## src/rtl/csw_pkg.sv

```systemverilog
// Shared constants and types for the coded word store.
// Assumes: the word width is a whole multiple of the seed width.
package csw_pkg;
    localparam int FRAG_W    = 4;
    localparam int N_FRAG    = 4;
    localparam int WORD_W    = FRAG_W * N_FRAG;
    localparam int ADDR_W    = 4;
    localparam int DEPTH     = 1 << ADDR_W;
    localparam int SEED_W    = 4;
    localparam logic [WORD_W-1:0] TAP_MASK  = 16'hB400; // bits 15,13,12,10
    localparam logic [WORD_W-1:0] LFSR_INIT = 16'hACE1;

    typedef logic [WORD_W-1:0] word_t;

    // One stored entry: the coded word and the LFSR key captured with it.
    typedef struct packed {
        word_t word;
        word_t key;
    } entry_t;
endpackage

```

## src/rtl/csw_lfsr.sv

```systemverilog
// Address/key generator: a Fibonacci LFSR that steps once per write and
// reloads from a short seed. The seed is spread as alternating true and
// inverted copies, so the loaded state can never be all zeros.
// Assumes: W is a multiple of 2*SW.
module csw_lfsr #(
    parameter int          W     = csw_pkg::WORD_W,
    parameter int          SW    = csw_pkg::SEED_W,
    parameter logic [W-1:0] TAPS = csw_pkg::TAP_MASK,
    parameter logic [W-1:0] INIT = csw_pkg::LFSR_INIT
) (
    input  logic          clk,
    input  logic          rst_n,
    input  logic          step,
    input  logic          load,
    input  logic [SW-1:0] seed,
    output logic [W-1:0]  state
);
    localparam int CHUNKS = W / SW;

    logic [W-1:0] seeded;
    logic         fb;

    // Spread the seed over the full width with alternating polarity.
    always_comb begin
        seeded = '0;
        for (int i = 0; i < CHUNKS; i++) begin
            seeded[i*SW +: SW] = (i % 2 == 0) ? seed : ~seed;
        end
    end

    // Feedback is the parity of the tapped bits.
    assign fb = ^(state & TAPS);

    // State update: reset, then seed reload, then step on write.
    always_ff @(posedge clk) begin
        if (!rst_n) begin
            state <= INIT;
        end else if (load) begin
            state <= seeded;
        end else if (step) begin
            state <= {state[W-2:0], fb};
        end
    end

    p_nonzero_r5: assert property (@(posedge clk) disable iff (!rst_n)
        state != '0);
    p_shift_r4: assert property (@(posedge clk) disable iff (!rst_n)
        (step && !load) |=> state[W-1:1] == $past(state[W-2:0]));
    p_hold_r4: assert property (@(posedge clk) disable iff (!rst_n)
        (!step && !load) |=> $stable(state));
    p_seed_r5: assert property (@(posedge clk) disable iff (!rst_n)
        load |=> (state[SW-1:0] == $past(seed)) && (state[2*SW-1:SW] == ~$past(seed)));
endmodule

```

## src/rtl/csw_bank.sv

```systemverilog
// Entry store: holds a word and its capture key per entry. Writes land at
// the edge. Reads are combinational, so a same-cycle read sees the old entry.
// Assumes: one write port and one read port.
module csw_bank #(
    parameter int W  = csw_pkg::WORD_W,
    parameter int AW = csw_pkg::ADDR_W
) (
    input  logic          clk,
    input  logic          rst_n,
    input  logic          wr_en,
    input  logic [AW-1:0] wr_addr,
    input  logic [W-1:0]  word_in,
    input  logic [W-1:0]  key_in,
    input  logic [AW-1:0] rd_addr,
    output logic [W-1:0]  word_out,
    output logic [W-1:0]  key_out
);
    localparam int N = 1 << AW;

    logic [W-1:0] word_q [N];
    logic [W-1:0] key_q  [N];

    // Clear all entries on reset; otherwise store word and key on a write.
    always_ff @(posedge clk) begin
        if (!rst_n) begin
            for (int i = 0; i < N; i++) begin
                word_q[i] <= '0;
                key_q[i]  <= '0;
            end
        end else if (wr_en) begin
            word_q[wr_addr] <= word_in;
            key_q[wr_addr]  <= key_in;
        end
    end

    // Read path: the addressed entry, before any write at this edge.
    assign word_out = word_q[rd_addr];
    assign key_out  = key_q[rd_addr];

    p_key_capture_r3: assert property (@(posedge clk) disable iff (!rst_n)
        wr_en |=> key_q[$past(wr_addr)] == $past(key_in));
    p_word_capture_r9: assert property (@(posedge clk) disable iff (!rst_n)
        wr_en |=> word_q[$past(wr_addr)] == $past(word_in));
endmodule

```

## src/rtl/csw_decode.sv

```systemverilog
// Gated decoder: XORs a stored word with its key. It releases bit 0 of the
// result with a one-cycle valid pulse only when the top bit is set.
// Assumes: word and key are stable in the cycle rd_stb is high.
module csw_decode #(
    parameter int W = csw_pkg::WORD_W
) (
    input  logic         clk,
    input  logic         rst_n,
    input  logic         rd_stb,
    input  logic [W-1:0] word,
    input  logic [W-1:0] key,
    output logic         dec_bit,
    output logic         dec_vld
);
    logic [W-1:0] mix;
    logic         pass;

    // Unmask the stored word and test its gate bit.
    assign mix  = word ^ key;
    assign pass = rd_stb && mix[W-1];

    // Register the decision; the bit is forced low when there is no decode.
    always_ff @(posedge clk) begin
        if (!rst_n) begin
            dec_vld <= 1'b0;
            dec_bit <= 1'b0;
        end else begin
            dec_vld <= pass;
            dec_bit <= pass && mix[0];
        end
    end

    p_vld_needs_rd_r6: assert property (@(posedge clk) disable iff (!rst_n)
        dec_vld |-> $past(rd_stb));
    p_bit_quiet_r7: assert property (@(posedge clk) disable iff (!rst_n)
        !dec_vld |-> !dec_bit);
endmodule

```

## src/rtl/coded_word_store.sv

```systemverilog
// Top level: joins four fragments into one word and stores it with its
// LFSR key at the LFSR-chosen entry. Reads decode an entry by index.
// Assumes: fragments are valid in the cycle wr_stb is high.
module coded_word_store (
    input  logic       clk,
    input  logic       rst_n,
    input  logic [3:0] frag0,
    input  logic [3:0] frag1,
    input  logic [3:0] frag2,
    input  logic [3:0] frag3,
    input  logic       wr_stb,
    input  logic       rd_stb,
    input  logic [3:0] rd_idx,
    input  logic       seed_ld,
    input  logic [3:0] seed,
    output logic       dec_bit,
    output logic       dec_vld
);
    import csw_pkg::*;

    logic [FRAG_W-1:0] frags [N_FRAG];
    word_t             joined;
    word_t             lfsr_q;
    word_t             rd_word;
    word_t             rd_key;

    // Present the fragment ports as an indexed array.
    assign frags[0] = frag0;
    assign frags[1] = frag1;
    assign frags[2] = frag2;
    assign frags[3] = frag3;

    // Join the fragments; fragment k fills slice k.
    for (genvar k = 0; k < N_FRAG; k++) begin : g_join
        assign joined[k*FRAG_W +: FRAG_W] = frags[k];
    end

    csw_lfsr #(
        .W(WORD_W), .SW(SEED_W), .TAPS(TAP_MASK), .INIT(LFSR_INIT)
    ) u_lfsr (
        .clk(clk), .rst_n(rst_n), .step(wr_stb), .load(seed_ld),
        .seed(seed), .state(lfsr_q)
    );

    csw_bank #(.W(WORD_W), .AW(ADDR_W)) u_bank (
        .clk(clk), .rst_n(rst_n), .wr_en(wr_stb),
        .wr_addr(lfsr_q[ADDR_W-1:0]), .word_in(joined), .key_in(lfsr_q),
        .rd_addr(rd_idx), .word_out(rd_word), .key_out(rd_key)
    );

    csw_decode #(.W(WORD_W)) u_dec (
        .clk(clk), .rst_n(rst_n), .rd_stb(rd_stb), .word(rd_word),
        .key(rd_key), .dec_bit(dec_bit), .dec_vld(dec_vld)
    );
endmodule

```

## config.mk

```make
export PLATFORM = sky130hd
export DESIGN_NAME = coded_word_store
export DESIGN_NICKNAME = d
export VERILOG_FILES = /design/src/rtl/csw_pkg.sv /design/src/rtl/csw_lfsr.sv /design/src/rtl/csw_bank.sv /design/src/rtl/csw_decode.sv /design/src/rtl/coded_word_store.sv
export SDC_FILE = /design/constraint.sdc
export NUM_CORES = 1
export LEC_CHECK = 0
export ABC_AREA = 1
export BUFFER_PORTS_ARGS = -buffer_cell sky130_fd_sc_hd__buf_2
export CAP_MARGIN = 20
export CORE_MARGIN = 10
export CORE_UTILIZATION = 55
export DETAILED_ROUTE_END_ITERATION = 6
export MAX_ROUTING_LAYER = met4
export PLACE_DENSITY = 0.71
export SYNTH_ARGS = -nofsm -noshare
export SYNTH_HDL_FRONTEND = slang
export SYNTH_HIERARCHICAL = 1
export SYNTH_SLANG_ARGS = --single-unit
```

## constraint.sdc

```tcl
create_clock -name clk -period 3.7 [get_ports clk]
set_input_delay 0.37 -clock clk [delete_from_list [all_inputs] [get_ports clk]]
set_output_delay 0.37 -clock clk [all_outputs]
set_load 0.01 [all_outputs]
```

Word-level counts from Yosys, hierarchy flattened:

Memory sizes are Yosys's and may differ from the RTL's.
Index checks and enable logic that the tools add are counted.

* multiplexer cells: 12
* bitwise operators: 2
* reduce and logical (&&, ||, !) cells: 6

Operator list (count)
* 16-bit two-way mux: 4
* 16-bit OR reduction: 2
* 16-bit XOR reduction: 1
* 16-bit bitwise XOR: 1
* 4-bit two-way mux: 2
* 1-bit two-way mux: 6
* 4-bit inverter: 1
* 1-bit logical AND: 2
* 2-bit nonzero test: 1

* flip-flop bits (word level): 18
* RAM bits: 512
* bits of input ports: 29
* output and inout port bits: 2
* memories kept: 2

Memory list
* u_bank.key_q: words 16, width 16, rd ports 1, clocked after memory_dff 0, write ports 16, RTL line csw_bank.sv:21 `logic [W-1:0] key_q [N];`
* u_bank.word_q: words 16, width 16, rd ports 1, clocked after memory_dff 0, write ports 16, RTL line csw_bank.sv:20 `logic [W-1:0] word_q [N];`

Depth between registers and ports, before layout:

Gate-level depths: netlist of the first run.

* word-level depth: 5
* gate-level depth with buffers: 14
* mapped depth without buffers: 11

Modules after synthesis:

The synthesis of the first run kept the hierarchy.

Modules (own cells, without submodules)
* csw_bank: instances 1, cells an instance 2733, area each 24653.6 um2
* csw_lfsr: instances 1, cells an instance 95, area each 670.6 um2
* csw_decode: instances 1, cells an instance 12, area each 93.8 um2

Least setup slack after synthesis of the first run:

No wires, ideal clock.

* path type: input-to-reg
* start point: in rst_n
* end point: mem u_bank/key_q[12][0] (netlist bit), enable pin
* setup time: 0.389 ns
* arrival time: 1.875 ns
* slack: 1.435 ns
* stages: 6
* cells stage by stage: buf_4 > nand2_1 > nor3_2 > nand2_1 > buf_6 > nand2_1

RTL lines
* start: declaration: RTL line coded_word_store.sv:6 `input logic rst_n,`
* end: declaration: RTL line csw_bank.sv:21

Worst setup path after layout of the first run:

* start point: in rd_idx[0]
* end point: reg u_dec.dec_bit

* elaborated cells between the ends (all ways): 5

RTL lines
* start: declaration: RTL line coded_word_store.sv:13 `input logic [3:0] rd_idx,`
* memory 16 x 16 bit
* named net rd_key[0]: RTL line coded_word_store.sv:25 `word_t rd_key;`
* 16-bit bitwise XOR: RTL line csw_decode.sv:19 `assign mix = word ^ key;`
* 1-bit logical AND: RTL line csw_decode.sv:29 `dec_bit <= pass && mix[0];`
* end signal: assignment: RTL line csw_decode.sv:29
* end: declaration: RTL line csw_decode.sv:12 `output logic dec_bit,`

The timed path passes the listed nets, and every way through them passes these cells.
A chain may end at the register's enable or synchronous reset.

==> results of run 1 <==
## cell usage in the layout, fill, tap and decap left out
| master | n |
|---|---|
| o21ai_0 | 8 |
| inv_1 | 72 |
| diode_2 | 1 |
| nor3_2 | 4 |
| or2_1 | 1 |
| o22ai_1 | 1 |
| o211ai_1 | 3 |
| inv_6 | 2 |
| clkbuf_8 | 9 |
| a211oi_1 | 1 |
| edfxtp_1 | 64 |
| nor3_1 | 1 |
| a31oi_1 | 1 |
| nor2_2 | 1 |
| bufinv_16 | 1 |
| clkinvlp_2 | 1 |
| buf_2 | 16 |
| nand3_1 | 50 |
| o31ai_1 | 1 |
| nand2_1 | 149 |
| xnor2_1 | 1 |
| clkinvlp_4 | 2 |
| inv_2 | 3 |
| buf_4 | 1 |
| a21oi_1 | 8 |
| nand2_2 | 1 |
| clkinv_4 | 1 |
| dfxtp_1 | 18 |
| nor2_1 | 79 |
| nand3_2 | 1 |
## state kept, by name (all words and copies together) (netlist names)
| name | cells |
|---|---|
| u_dec/dec_vld | 1 |
| u_dec/dec_bit | 1 |
| u_lfsr/state | 16 |
| u_bank/key_q | 32 |
| u_bank/word_q | 32 |
## final timing paths
path | slack (ns) | start | end | depth (start not counted)
max reg2reg | 2.10 | u_lfsr/state[2] | u_bank/word_q[5][0] | 4
min | 0.34 | seed[3] | u_lfsr/state[11] | 3
min reg2reg | 0.47 | u_lfsr/state[5] | u_lfsr/state[6] | 2
max | 1.70 | rd_idx[0] | u_dec/dec_bit | 10
## tightest hold or removal path, delay by kind of cell
kind,cells,cell delay [ns]
buffers and inverters,1,0.08
AO/OA/AOI/OAI,1,0.17
AND/OR/NAND/NOR,1,0.05
## layout make-up
class                      instances  share of cell area
antenna                            1            0.000581
sequential                        82               0.530
inverter                          75              0.0654
clock inverter                     7              0.0177
tap                              105              0.0305
timing repair buffer              17              0.0203
clock buffer                       9              0.0288
multi-input combinational        311               0.306
## report_power, final
| part | switching [mW] | internal, mW | leakage, nW |
|---|---|---|---|
| Clock | 0.345 | 0.316 | 0.0924 |
| Combinational | 0.143 | 0.0566 | 1.12 |
| Sequential | 0.0204 | 1.04 | 0.816 |
## metal layers
metal / wire (um) / share of wire / global-route usage / vias up
met3: 569 / 0.067 / 0.0338 / 13
met5: 0 / 0 / - / -
met2: 3960 / 0.47 / 0.213 / 98
met1: 3760 / 0.45 / 0.165 / 1424
met4: 145 / 0.017 / 0.0523 / 0
li1: - / - / - / 1549
==> flow_summary.yaml, run 1 <==
run_status:
  status: "finished clean"
worst_setup_path:
  crit_buf_inv: 3
  cp_common_cell: "nand3_1"
  worstSetupStartpointType: "primary input"
  worst-setup-path-type: "in2reg"
  cp-end-kind: "flip-flop"
  cp.required_ns: 3.95
  arrival_ns: 2.25
  critical-path-top-delay-family: "buffers and inverters"
  crit_chain: "buf_2, buf_4, inv_1, nand2_1, nand3_1, nand3_1, nand3_1, nand2_1, xnor2_1, nor2_2"
  cpPeakStageDelay_ns: 0.73
  path_max_fanout: 33
  critPathSlowestCell: "inv_1"
power_and_ir_drop:
  power.total_mw: 1.92
  vdd_drop_max_uv: 169
  leakagePower_nw: 2.03
  power.density_nw_per_um2: 445
placement:
  pre_cts_ws_ns: 1.38
  portBuffers: 16
  dp_hpwl_mm: 5.74
  placed_area_um2: 4100
  place.gp.congestion: 0.860
  dp.cells: 590
timing:
  hold_violations: 0
  fmax_mhz: 500
  finalSetupViolCount: 0
  finalSetupTns_ns: 0
  period_needed_ns: 2.00
  holdWs_ns: 0.341
  fin_worst_skew_ns: 0.0122
  slew_headroom: 0.368
  setup_slack_ns: 1.70
  timing.final.max_slew_violations: 0
  period_share: 0.541
  max_slew.worst_pin.slew_ns: 0.947
  rsz0062_at_grt: "false"
cts:
  clk_latency_ns: 0.35
  clockBufferDepth: 2
  htreeDepth: 3
  cts.sinks: 82
  cts_hold_buf: 0
  cts_tree: "yes"
  cts_root_buffer: "clkbuf_8"
  cts_made_buffers: 9
  path_clk_slew_ns: 0.09
  cts-resized-gates: 0
  post-cts-setup-buffers: 0
route:
  wire_per_inst_um: 13.9
  drc: 0
  drt-initial-drc-count: 217
  vias_per_cell: 5.08
  first_pass_iters: 7
  routed_wirelength_mm: 8.44
  vias: 3084
  route.antenna.remaining_nets: 0
synthesis:
  synth.net_count: 616
  syn_inst: 587
  syn_area_per_cell_um2: 7.92
  yosysWarningCount: 6
  syn-cell-area_um2: 4650
cells_and_area:
  final_cell_area_um2: 4300
  nNetsFinal: 525
  regArea_um2: 2280
  area_growth_pct: -7.38
  final-instance-count-excl-fill: 607
  multi_input_area_um2: 1320
  fillers: 790
  layout-drive-gt1-share: 0.0858
  post-route-util: 0.524
run:
  cap_violations: 0
global_route:
  first_global_vias: 2920
  grt_max_degree: 34
  overflow: 0
  grt_pass1_wl_mm: 13.5
  track_usage: 0.136
  grt_antenna_before_repair: 1
die:
  initial_core_util: 0.566
  fp.coreArea_um2: 8220
  die_area_um2: 12500
  rows: 33
  ioPinCount: 31
  die_y_um: 112
  chipWidth_um: 112
hold_path:
  hold_class: "in2reg"
(Power assumes the default switching activity.)
==> run 2: changes to the inputs <==
PLACE_DENSITY = 0.74   (was 0.71)
clock period = 1.7 ns   (was 3.7 ns; I/O delays follow)
==> run 2 against run 1 <==
Net effect: critical path depth down 6; worst hold slack lost 0.19 ns; non-clock buffer count increased by 19; global-route usage grew 0.41 points; clock skew down 0.0048 ns; utilization up 1.4 points; flip-flop and latch count unchanged; routed wire length rose by 0.13%; largest cell class unchanged.
==> flow_summary.yaml, run 2 (synthesized netlist as in run 1, its figures left out) <==
cells_and_area:
  mostFrequentLayoutCells: "149 x nand2_1, 79 x nor2_1, 72 x inv_1"
  multi_input_area_um2: 1330
  layout-drive-gt1-share: 0.115
  area_growth_pct: -4.90
  final-instance-count-excl-fill: 625
  final_cell_area_um2: 4420
  post-route-util: 0.538
  final_common_cell: "nand2_1"
  reg_top3: "u_bank/key_q: 32 flops, u_bank/word_q: 32 flops, u_lfsr/state: 16 flops"
  n_antenna_cell: 0
  regArea_um2: 2280
  fillers: 759
  nNetsFinal: 544
run:
  cap_violations: 0
worst_setup_path:
  arrival_ns: 1.61
  rrSetupSlack_ns: 0.14
  r2r-end: "u_bank/word_q[8][15]"
  reg2reg_depth: 4
  cp-end-kind: "flip-flop"
  worstReg2RegStart: "u_lfsr/state[3]"
  worst-setup-path-type: "reg2reg"
  worstSetupStartpointType: "flip-flop"
  path_max_fanout: 5
  cp.required_ns: 1.75
cts:
  cts_root_buffer: "clkbuf_8"
  cts.sinks: 82
  clockBufferDepth: 2
  clk_latency_ns: 0.34
  post-cts-setup-buffers: 0
  path_clk_slew_ns: 0.08
  cts_made_buffers: 9
  cts_tree: "yes"
  htreeDepth: 3
power_and_ir_drop:
  p_sw_mw: 1.06
  p_clk_frac: 0.305
  p_int_mw: 2.93
  vdd_drop_max_uv: 504
  swShare: 0.265
  p_comb_frac: 0.119
  leakagePower_nw: 2.12
  power.density_nw_per_um2: 903
  power.total_mw: 3.99
  p_seq_frac: 0.576
timing:
  fmax_mhz: 641
  hold_violations: 0
  finalSetupTns_ns: 0
  period_share: 0.917
  period_needed_ns: 1.56
  setup_slack_ns: 0.141
  holdWs_ns: 0.149
  timing.final.max_slew_violations: 0
  max_slew.worst_pin.slew_ns: 0.367
  finalSetupViolCount: 0
  rsz0062_at_grt: "true"
  fin_worst_skew_ns: 0.00737
  slew_headroom: 0.755
die:
  die_area_um2: 12500
  ioPinCount: 31
  chipWidth_um: 112
  rows: 33
  initial_core_util: 0.566
  die_y_um: 112
  fp.coreArea_um2: 8220
route:
  drc: 0
  vias: 3075
  wire_per_inst_um: 13.5
  drt-initial-drc-count: 209
  routed_wirelength_mm: 8.45
  vias_per_cell: 4.92
  first_pass_iters: 4
  route.antenna.remaining_nets: 0
placement:
  portBuffers: 16
  dp_hpwl_mm: 6.03
  placed_area_um2: 4240
  dp.cells: 609
  place.gp.congestion: 0.785
  pre_cts_ws_ns: 0.135
global_route:
  first_global_vias: 3039
  overflow: 0
  grt_pass1_wl_mm: 14.1
  grt_antenna_before_repair: 0
  grt_max_degree: 26
  track_usage: 0.140
hold_path:
  hold_path_end: "u_lfsr/state[11]"
  hp-start: "seed[3]"
  hold_class: "in2reg"
  worstHoldPathCells: 3
run_status:
  status: "finished clean"
-- run 2: area by class of cell --
type                    instances  area share
well taps                     105      0.0297
inverters                      75      0.0637
multi-input cells             311       0.300
clock inverters                 7      0.0102
flip-flops and latches         82       0.516
repair buffers                 36      0.0521
clock buffers                   9      0.0280
-- run 2: metal layers --
layer  global-route usage  vias up  part of all wire
met2                0.225       64              0.47
met3               0.0317        9             0.054
li1                     -     1581                 -
met1                0.171     1421              0.46
met5                    -        -                 0
met4               0.0454        0            0.0099
-- run 2: how the worst max path moves through the flow --
stage,start,end,slack [ns],cells past startpoint
finish,u_lfsr/state[3],u_bank/word_q[8][15],0.14,4
global route,u_lfsr/state[2],u_bank/word_q[6][15],-0.01,4
CTS,u_lfsr/state[2],u_bank/word_q[12][0],0.12,4
detailed placement,u_lfsr/state[2],u_bank/key_q[12][0],0.13,4
global placement,u_lfsr/state[2],u_bank/key_q[12][0],0.21,4
floorplan,u_lfsr/state[2],u_bank/key_q[13][0],0.27,5
-- run 2: critical path: stages, from the launching register on --
cell and delay, ns:
dfxtp_1 0.42, inv_1 0.13, nor3_2 0.33, nand2_1 0.20, nand2_1 0.19
-- run 2: what timing repair did --
action                     in CTS  in global routing
gates resized for setup         0                  1
hold buffers                    0                  0
setup endpoints to repair       0                  4
-- run 2: power by group through the flow --
stage | sequential [mW] | combinational (mW) | clock [mW]
3_5_place_dp | 2.35 | 0.468 | 0
6_report | 2.30 | 0.474 | 1.22
4_1_cts | 2.30 | 0.469 | 1.25
3_3_place_gp | 2.34 | 0.458 | 0
5_1_grt | 2.31 | 0.535 | 1.33
2_1_floorplan | 2.34 | 0.395 | 0
